## src/rtl/prd_dma_pkg.sv

```systemverilog
package prd_dma_pkg;
    typedef enum logic [2:0] {
        S_IDLE  = 3'd0,
        S_DESCA = 3'd1,
        S_DESCB = 3'd2,
        S_XFER  = 3'd3,
        S_PUSH  = 3'd4,
        S_HOLD  = 3'd5
    } dma_state_e;
endpackage

```

## src/rtl/prd_dma_ptr_regs.sv

```systemverilog
module prd_dma_ptr_regs #(
    parameter int PTR_W = 32,
    parameter int REG_AW = 3
) (
    input  logic              clk,
    input  logic              rst_n,
    input  logic              wr,
    input  logic [REG_AW-1:0] addr,
    input  logic [7:0]        wdata,
    output logic [PTR_W-1:0]  ptr
);
    localparam int NBYTES = PTR_W / 8;
    localparam logic [REG_AW-1:0] BASE = REG_AW'(4);

    for (genvar b = 0; b < NBYTES; b++) begin : g_byte
        logic [7:0] byte_d, byte_q;
        always_comb begin
            byte_d = byte_q;
            if (wr && addr == BASE + REG_AW'(b)) byte_d = wdata;
        end
        always_ff @(posedge clk) begin
            if (!rst_n) byte_q <= '0;
            else        byte_q <= byte_d;
        end
        assign ptr[8*b +: 8] = byte_q;
    end
endmodule

```

## src/rtl/prd_dma_core.sv

```systemverilog
module prd_dma_core
    import prd_dma_pkg::*;
#(
    parameter int ADDR_W = 32,
    parameter int DATA_W = 32,
    parameter int CNT_W  = 16
) (
    input  logic              clk,
    input  logic              rst_n,
    input  logic              cmd_wr,
    input  logic              cmd_run,
    input  logic              cmd_dir,
    input  logic              sts_wr,
    input  logic              sts_clr_irq,
    input  logic              sts_clr_err,
    input  logic [ADDR_W-1:0] tbl_ptr,
    output logic              run_o,
    output logic              dir_o,
    output logic              active_o,
    output logic              err_o,
    output logic              irq_o,
    output logic              mem_req,
    output logic              mem_we,
    output logic [ADDR_W-1:0] mem_addr,
    output logic [DATA_W-1:0] mem_wdata,
    input  logic              mem_ack,
    input  logic              mem_err,
    input  logic [DATA_W-1:0] mem_rdata,
    input  logic              dev_rx_valid,
    input  logic [DATA_W-1:0] dev_rx_data,
    output logic              dev_rx_ready,
    output logic              dev_tx_valid,
    output logic [DATA_W-1:0] dev_tx_data,
    input  logic              dev_tx_ready,
    input  logic              dev_done
);
    localparam int WB     = DATA_W / 8;
    localparam int WB_LG  = $clog2(WB);
    localparam int WCNT_W = CNT_W - WB_LG + 1;
    localparam logic [WCNT_W-1:0] WMAX = WCNT_W'(1) << (CNT_W - WB_LG);
    localparam logic [ADDR_W-1:0] STEP = ADDR_W'(WB);

    typedef struct packed {
        dma_state_e        state;
        logic              run;
        logic              dir;
        logic              active;
        logic              err;
        logic              irq;
        logic              eot;
        logic [ADDR_W-1:0] cur;
        logic [ADDR_W-1:0] baddr;
        logic [WCNT_W-1:0] words;
        logic [DATA_W-1:0] hold;
    } core_t;

    core_t q, d;
    logic  unused_bits;
    assign unused_bits = ^{mem_rdata[DATA_W-2:CNT_W]};

    always_comb begin
        d            = q;
        mem_req      = 1'b0;
        mem_we       = 1'b0;
        mem_addr     = '0;
        mem_wdata    = '0;
        dev_rx_ready = 1'b0;
        dev_tx_valid = 1'b0;
        dev_tx_data  = q.hold;

        if (sts_wr && sts_clr_irq) d.irq = 1'b0;
        if (sts_wr && sts_clr_err) d.err = 1'b0;

        case (q.state)
            S_DESCA: begin
                mem_req  = 1'b1;
                mem_addr = q.cur;
                if (mem_ack) begin
                    d.baddr = mem_rdata[ADDR_W-1:0];
                    d.state = S_DESCB;
                end
            end
            S_DESCB: begin
                mem_req  = 1'b1;
                mem_addr = q.cur + STEP;
                if (mem_ack) begin
                    d.words = (mem_rdata[CNT_W-1:0] == '0) ? WMAX
                            : WCNT_W'(mem_rdata[CNT_W-1:WB_LG]);
                    d.eot   = mem_rdata[DATA_W-1];
                    d.cur   = q.cur + 2 * STEP;
                    d.state = S_XFER;
                end
            end
            S_XFER: begin
                if (q.words == '0) begin
                    if (q.eot) begin
                        d.active = 1'b0;
                        d.state  = S_IDLE;
                        if (dev_done) d.irq = 1'b1;
                    end else if (dev_done) begin
                        d.irq   = 1'b1;
                        d.state = S_HOLD;
                    end else begin
                        d.state = S_DESCA;
                    end
                end else if (dev_done) begin
                    d.irq   = 1'b1;
                    d.state = S_HOLD;
                end else if (q.dir) begin
                    mem_req   = dev_rx_valid;
                    mem_we    = 1'b1;
                    mem_addr  = q.baddr;
                    mem_wdata = dev_rx_data;
                    if (dev_rx_valid && mem_ack && !mem_err) begin
                        dev_rx_ready = 1'b1;
                        d.baddr      = q.baddr + STEP;
                        d.words      = q.words - 1'b1;
                    end
                end else begin
                    mem_req  = 1'b1;
                    mem_addr = q.baddr;
                    if (mem_ack && !mem_err) begin
                        d.hold  = mem_rdata;
                        d.state = S_PUSH;
                    end
                end
            end
            S_PUSH: begin
                dev_tx_valid = 1'b1;
                if (dev_tx_ready) begin
                    d.baddr = q.baddr + STEP;
                    d.words = q.words - 1'b1;
                    d.state = S_XFER;
                end
            end
            default: ;
        endcase

        if (mem_req && mem_ack && mem_err) begin
            d.err    = 1'b1;
            d.irq    = 1'b1;
            d.active = 1'b0;
            d.state  = S_IDLE;
        end

        if (cmd_wr) begin
            d.run = cmd_run;
            if (!cmd_run) begin
                d.active = 1'b0;
                d.state  = S_IDLE;
            end else if (!q.active) begin
                d.dir    = cmd_dir;
                d.active = 1'b1;
                d.cur    = tbl_ptr;
                d.state  = S_DESCA;
            end
        end
    end

    always_ff @(posedge clk) begin
        if (!rst_n) begin
            q       <= '0;
            q.state <= S_IDLE;
        end else begin
            q <= d;
        end
    end

    assign run_o    = q.run;
    assign dir_o    = q.dir;
    assign active_o = q.active;
    assign err_o    = q.err;
    assign irq_o    = q.irq;

    // no memory traffic without an active transfer
    p_req_needs_active_r8: assert property (@(posedge clk) disable iff (!rst_n)
        mem_req |-> q.active);

    // abort clears active on the next cycle
    p_abort_clears_r10: assert property (@(posedge clk) disable iff (!rst_n)
        cmd_wr && !cmd_run |=> !q.active);

    // a faulting response stops the engine with error and interrupt
    p_fault_stops_r12: assert property (@(posedge clk) disable iff (!rst_n)
        mem_req && mem_ack && mem_err && !cmd_wr |=> !q.active && q.err && q.irq);

    // clearing the interrupt while no event can occur drops it
    p_irq_clear_r11: assert property (@(posedge clk) disable iff (!rst_n)
        sts_wr && sts_clr_irq && (q.state == S_IDLE || q.state == S_HOLD) |=> !q.irq);
endmodule

```

## src/rtl/prd_dma_engine.sv

```systemverilog
module prd_dma_engine #(
    parameter int ADDR_W = 32,
    parameter int DATA_W = 32,
    parameter int CNT_W  = 16,
    parameter int REG_AW = 3
) (
    input  logic              clk,
    input  logic              rst_n,
    input  logic              reg_wr,
    input  logic [REG_AW-1:0] reg_addr,
    input  logic [7:0]        reg_wdata,
    output logic [7:0]        reg_rdata,
    output logic              irq,
    output logic              mem_req,
    output logic              mem_we,
    output logic [ADDR_W-1:0] mem_addr,
    output logic [DATA_W-1:0] mem_wdata,
    input  logic              mem_ack,
    input  logic              mem_err,
    input  logic [DATA_W-1:0] mem_rdata,
    input  logic              dev_rx_valid,
    input  logic [DATA_W-1:0] dev_rx_data,
    output logic              dev_rx_ready,
    output logic              dev_tx_valid,
    output logic [DATA_W-1:0] dev_tx_data,
    input  logic              dev_tx_ready,
    input  logic              dev_done
);
    localparam logic [REG_AW-1:0] OFS_CMD = REG_AW'(0);
    localparam logic [REG_AW-1:0] OFS_STS = REG_AW'(2);

    logic [ADDR_W-1:0] tbl_ptr;
    logic run, dir, active, err, irq_q;

    prd_dma_ptr_regs #(.PTR_W(ADDR_W), .REG_AW(REG_AW)) u_ptr (
        .clk(clk), .rst_n(rst_n), .wr(reg_wr), .addr(reg_addr),
        .wdata(reg_wdata), .ptr(tbl_ptr)
    );

    prd_dma_core #(.ADDR_W(ADDR_W), .DATA_W(DATA_W), .CNT_W(CNT_W)) u_core (
        .clk(clk), .rst_n(rst_n),
        .cmd_wr(reg_wr && reg_addr == OFS_CMD),
        .cmd_run(reg_wdata[0]), .cmd_dir(reg_wdata[3]),
        .sts_wr(reg_wr && reg_addr == OFS_STS),
        .sts_clr_irq(reg_wdata[2]), .sts_clr_err(reg_wdata[1]),
        .tbl_ptr(tbl_ptr),
        .run_o(run), .dir_o(dir), .active_o(active), .err_o(err), .irq_o(irq_q),
        .mem_req(mem_req), .mem_we(mem_we), .mem_addr(mem_addr),
        .mem_wdata(mem_wdata), .mem_ack(mem_ack), .mem_err(mem_err),
        .mem_rdata(mem_rdata),
        .dev_rx_valid(dev_rx_valid), .dev_rx_data(dev_rx_data),
        .dev_rx_ready(dev_rx_ready), .dev_tx_valid(dev_tx_valid),
        .dev_tx_data(dev_tx_data), .dev_tx_ready(dev_tx_ready),
        .dev_done(dev_done)
    );

    assign irq = irq_q;

    always_comb begin
        reg_rdata = 8'h00;
        if (reg_addr == OFS_CMD)      reg_rdata = {4'b0, dir, 2'b0, run};
        else if (reg_addr == OFS_STS) reg_rdata = {5'b0, irq_q, err, active};
        else if (reg_addr[REG_AW-1])  reg_rdata = tbl_ptr[8*reg_addr[1:0] +: 8];
    end
endmodule

```

## config.mk

```make
export PLATFORM = sky130hd
export DESIGN_NAME = prd_dma_engine
export DESIGN_NICKNAME = d
export VERILOG_FILES = /design/src/rtl/prd_dma_pkg.sv /design/src/rtl/prd_dma_ptr_regs.sv /design/src/rtl/prd_dma_core.sv /design/src/rtl/prd_dma_engine.sv
export SDC_FILE = /design/constraint.sdc
export NUM_CORES = 1
export LEC_CHECK = 0
export BUFFER_PORTS_ARGS = -buffer_cell sky130_fd_sc_hd__buf_2
export CAP_MARGIN = 20
export CORE_MARGIN = 1.5
export CORE_UTILIZATION = 56
export CTS_CLUSTER_DIAMETER = 150
export CTS_CLUSTER_SIZE = 40
export DETAILED_ROUTE_END_ITERATION = 8
export GPL_ROUTABILITY_DRIVEN = 1
export PLACE_DENSITY = 0.9
export SETUP_SLACK_MARGIN = 0.05
export SYNTH_ARGS = -nofsm -noshare
export SYNTH_HDL_FRONTEND = slang
export SYNTH_SLANG_ARGS = --single-unit
```

## constraint.sdc

```tcl
create_clock -name clk -period 3.25 [get_ports clk]
set_input_delay 0.1625 -clock clk [delete_from_list [all_inputs] [get_ports clk]]
set_output_delay 0.1625 -clock clk [all_outputs]
set_load 0.005 [all_outputs]
```

==> impl_metrics.toml <==
[routing]
routedWlPerCell_um = 18.5
ant_nets = 0
via_count = 10071
route.detailed.drc = 0
viasPerCell = 6.33
drtIter0Drc = 1601
routed_wl_um = 29400
first_pass_iters = 7

[global_routing]
overflow = 0
grt_pass1_vias = 9169
antenna_found_initial = 2
grt_max_degree = 60
track_usage_pct = 34.1
grt_pass1_wl_um = 45700

[timing]
relSlewSlack_pct = 32.6
timing.hold.ws_ns = 0.00208
min_period_over_period_pct = 93.7
setup_ws_ns = 0.203
fin_skew_ns = 0.00895
slew_viol_final = 0
fmax_ghz = 0.328
rsz0062_at_grt = "false"
setup-tns-final_ns = 0
fin_crit_ns = 3.05
setup_viol = 0
hold_violations = 0
tightest_slew_ns = 1.00

[setup_path]
crit_type = "flop to output pin"
crit_required_ns = 3.09
crit_fanout = 10
crit_chain = "ha_1 > nand3_1 > nor4_1 > buf_4 > and2_0 > xnor2_1 > nor2_1 > a221o_1 > buf_2"
cpMaxStageDelayCell = "dfxtp_1"
path_buf_inv = 2
cp-start-kind = "flop"
arrival_ns = 2.88
slowest_delay_ns = 0.55
crit_path_end_kind = "output pin"
crit_family = "simple AND/OR/NAND/NOR gates"

[yosys]
synth_cell_type_count = 69
synth_flop_cell = "dfxtp_1"
synth_top_area_share_pct = 33.9
syn_area_per_cell_um2 = 7.25
ys_ff_latch = 152
netlist_area_mm2 = 0.00897
ys_seq_area_share_pct = 33.9
synth_cells = 1237
yosys-top-cells-area = "dfxtp_1, nand2_1, a21oi_1, o21ai_0, clkbuf_1"
async_reset_ff_share_pct = 0
ys_warn_count = 0
yosysTopAreaCell = "dfxtp_1"
synth_edf_count = 0
syn_nets = 1324

[layout]
register_area_mm2 = 0.00304
fin_util_pct = 67.0
layout_common_cells = "nand2_1, buf_2, dfxtp_1"
design_area_mm2 = 0.0106
fin_nets = 1447
drive_gt1_share_pct = 20.1
fin_cells = 1590
final_common_cell = "nand2_1"
area_delta_synth_final_pct = 17.8
fill_cells = 1315
multi_input_area_mm2 = 0.00529

[worst_hold_path]
hold_class = "input port to flop"

[pwr]
ir_drop_mv = 0.462
total_power_mw = 4.31
powerDensity_mw_per_mm2 = 408
leakage_nw = 4.12

[floorplanning]
start_util_pct = 56.9
die_w_um = 130
rows = 46
fp.dieArea_mm2 = 0.0168
ios = 192
core-area_mm2 = 0.0158
die_h_um = 130

[placed_design]
placed_area_mm2 = 0.00978
dpl.cell_count = 1543
port_buffers = 191
gp_congestion = 1.01
pre_cts_ws_ns = 0.599
hpwl_um = 20500

[clocking]
clk_latency_ns = 0.44
clkTransAtPathRegs_ns = 0.06
cts_root_buf = "clkbuf_16"
clk_path_buf_depth = 2
postCtsSetupRepairBufs = 0
htree_levels = 4
numCtsBuffers = 17
cts.sink_count = 152
cts_tree = "built"

[flow_run]
drv_cap = 0

[run_status]
outcome = "completed"
[report_power, final]
part	switching, mW	internal, mW
Sequential	0.0324	1.88
Combinational	0.172	0.111
Clock	0.806	1.31
Total	1.01	3.30
[flip-flops by register name, indices dropped and copies added, names as in the netlist]
signal / flops
u_core.run_o: 1
u_core.dir_o: 1
u_core.err_o: 1
u_core.dev_tx_data: 32
u_core.irq_o: 1
u_core.active_o: 1
u_ptr.g_byte.byte_q: 32
u_core.q: 83
[metal layers]
metal / part of all wire [%] / routed length (um) / up-vias / track usage (%)
li1: - / - / 4641 / -
met1: 40 / 11700 / 4600 / 44.6
met2: 45 / 13400 / 697 / 53.6
met3: 11 / 3110 / 133 / 7.14
met4: 4.3 / 1270 / 0 / 17.1
met5: 0 / 0 / - / 0
[final timing paths]
check	start	end	slack [ns]	cells past startpoint
max	u_core.q[81]	mem_addr[20]	0.20	9
min reg2reg	u_core.dev_tx_data[11]	u_core.dev_tx_data[11]	0.45	2
max reg2reg	u_core.q[117]	u_core.q[73]	0.51	6
min	mem_rdata[4]	u_core.dev_tx_data[4]	0.002	3
[cells in the mapped netlist (4+ instances only)]
| cell | count |
|---|---|
| buf_2 | 11 |
| nor3b_1 | 6 |
| inv_1 | 11 |
| or3_1 | 11 |
| o211ai_1 | 7 |
| or2_2 | 5 |
| ha_1 | 4 |
| or4_1 | 4 |
| buf_1 | 7 |
| nor2_1 | 65 |
| nand2_1 | 276 |
| xor2_1 | 16 |
| nor3_1 | 38 |
| a311oi_1 | 5 |
| nand2b_1 | 7 |
| nand4_1 | 22 |
| xnor2_1 | 14 |
| a31oi_1 | 6 |
| o21ai_0 | 85 |
| dfxtp_1 | 152 |
| nor4_1 | 17 |
| mux4_2 | 8 |
| nand3_1 | 40 |
| a211oi_1 | 13 |
| o31a_1 | 5 |
| a22o_1 | 6 |
| clkbuf_1 | 73 |
| buf_4 | 33 |
| o31ai_1 | 9 |
| and3_1 | 5 |
| and2_1 | 38 |
| o22ai_1 | 12 |
| a21oi_1 | 140 |
| a32o_1 | 22 |
| a221o_1 | 10 |
[worst min-delay path: stages]
cell and delay, ns:
buf_2 0.12, nand2_1 0.05, a21oi_1 0.05
[cells by family (layout without fill, tap and decap cells)]
family	after synthesis	after routing	synth area share, %
other cells	0	1	0
simple gates	556	556	29.0
compound gates	347	347	23.9
flops	152	152	33.9
xor+xnor	30	30	2.93
mux	11	11	2.34
buf+inv	137	273	7.37
fa+ha+maj	4	4	0.558
[area by class of cell]
type	count	area share, %
antenna	1	0.0237
clock buffer	22	4.68
clock inverter	10	1.34
inverter	11	0.391
multi-input combinational	948	50.1
sequential	152	28.8
tap	216	2.56
timing repair buffer	230	12.2
[timing repair]
action	in CTS	in global routing
hold buffers	14	0
endpoints found under the hold margin	15	0
endpoints found under the setup margin	0	5
resized for setup	0	1
No activity file was read; power rests on OpenSTA's default activity.
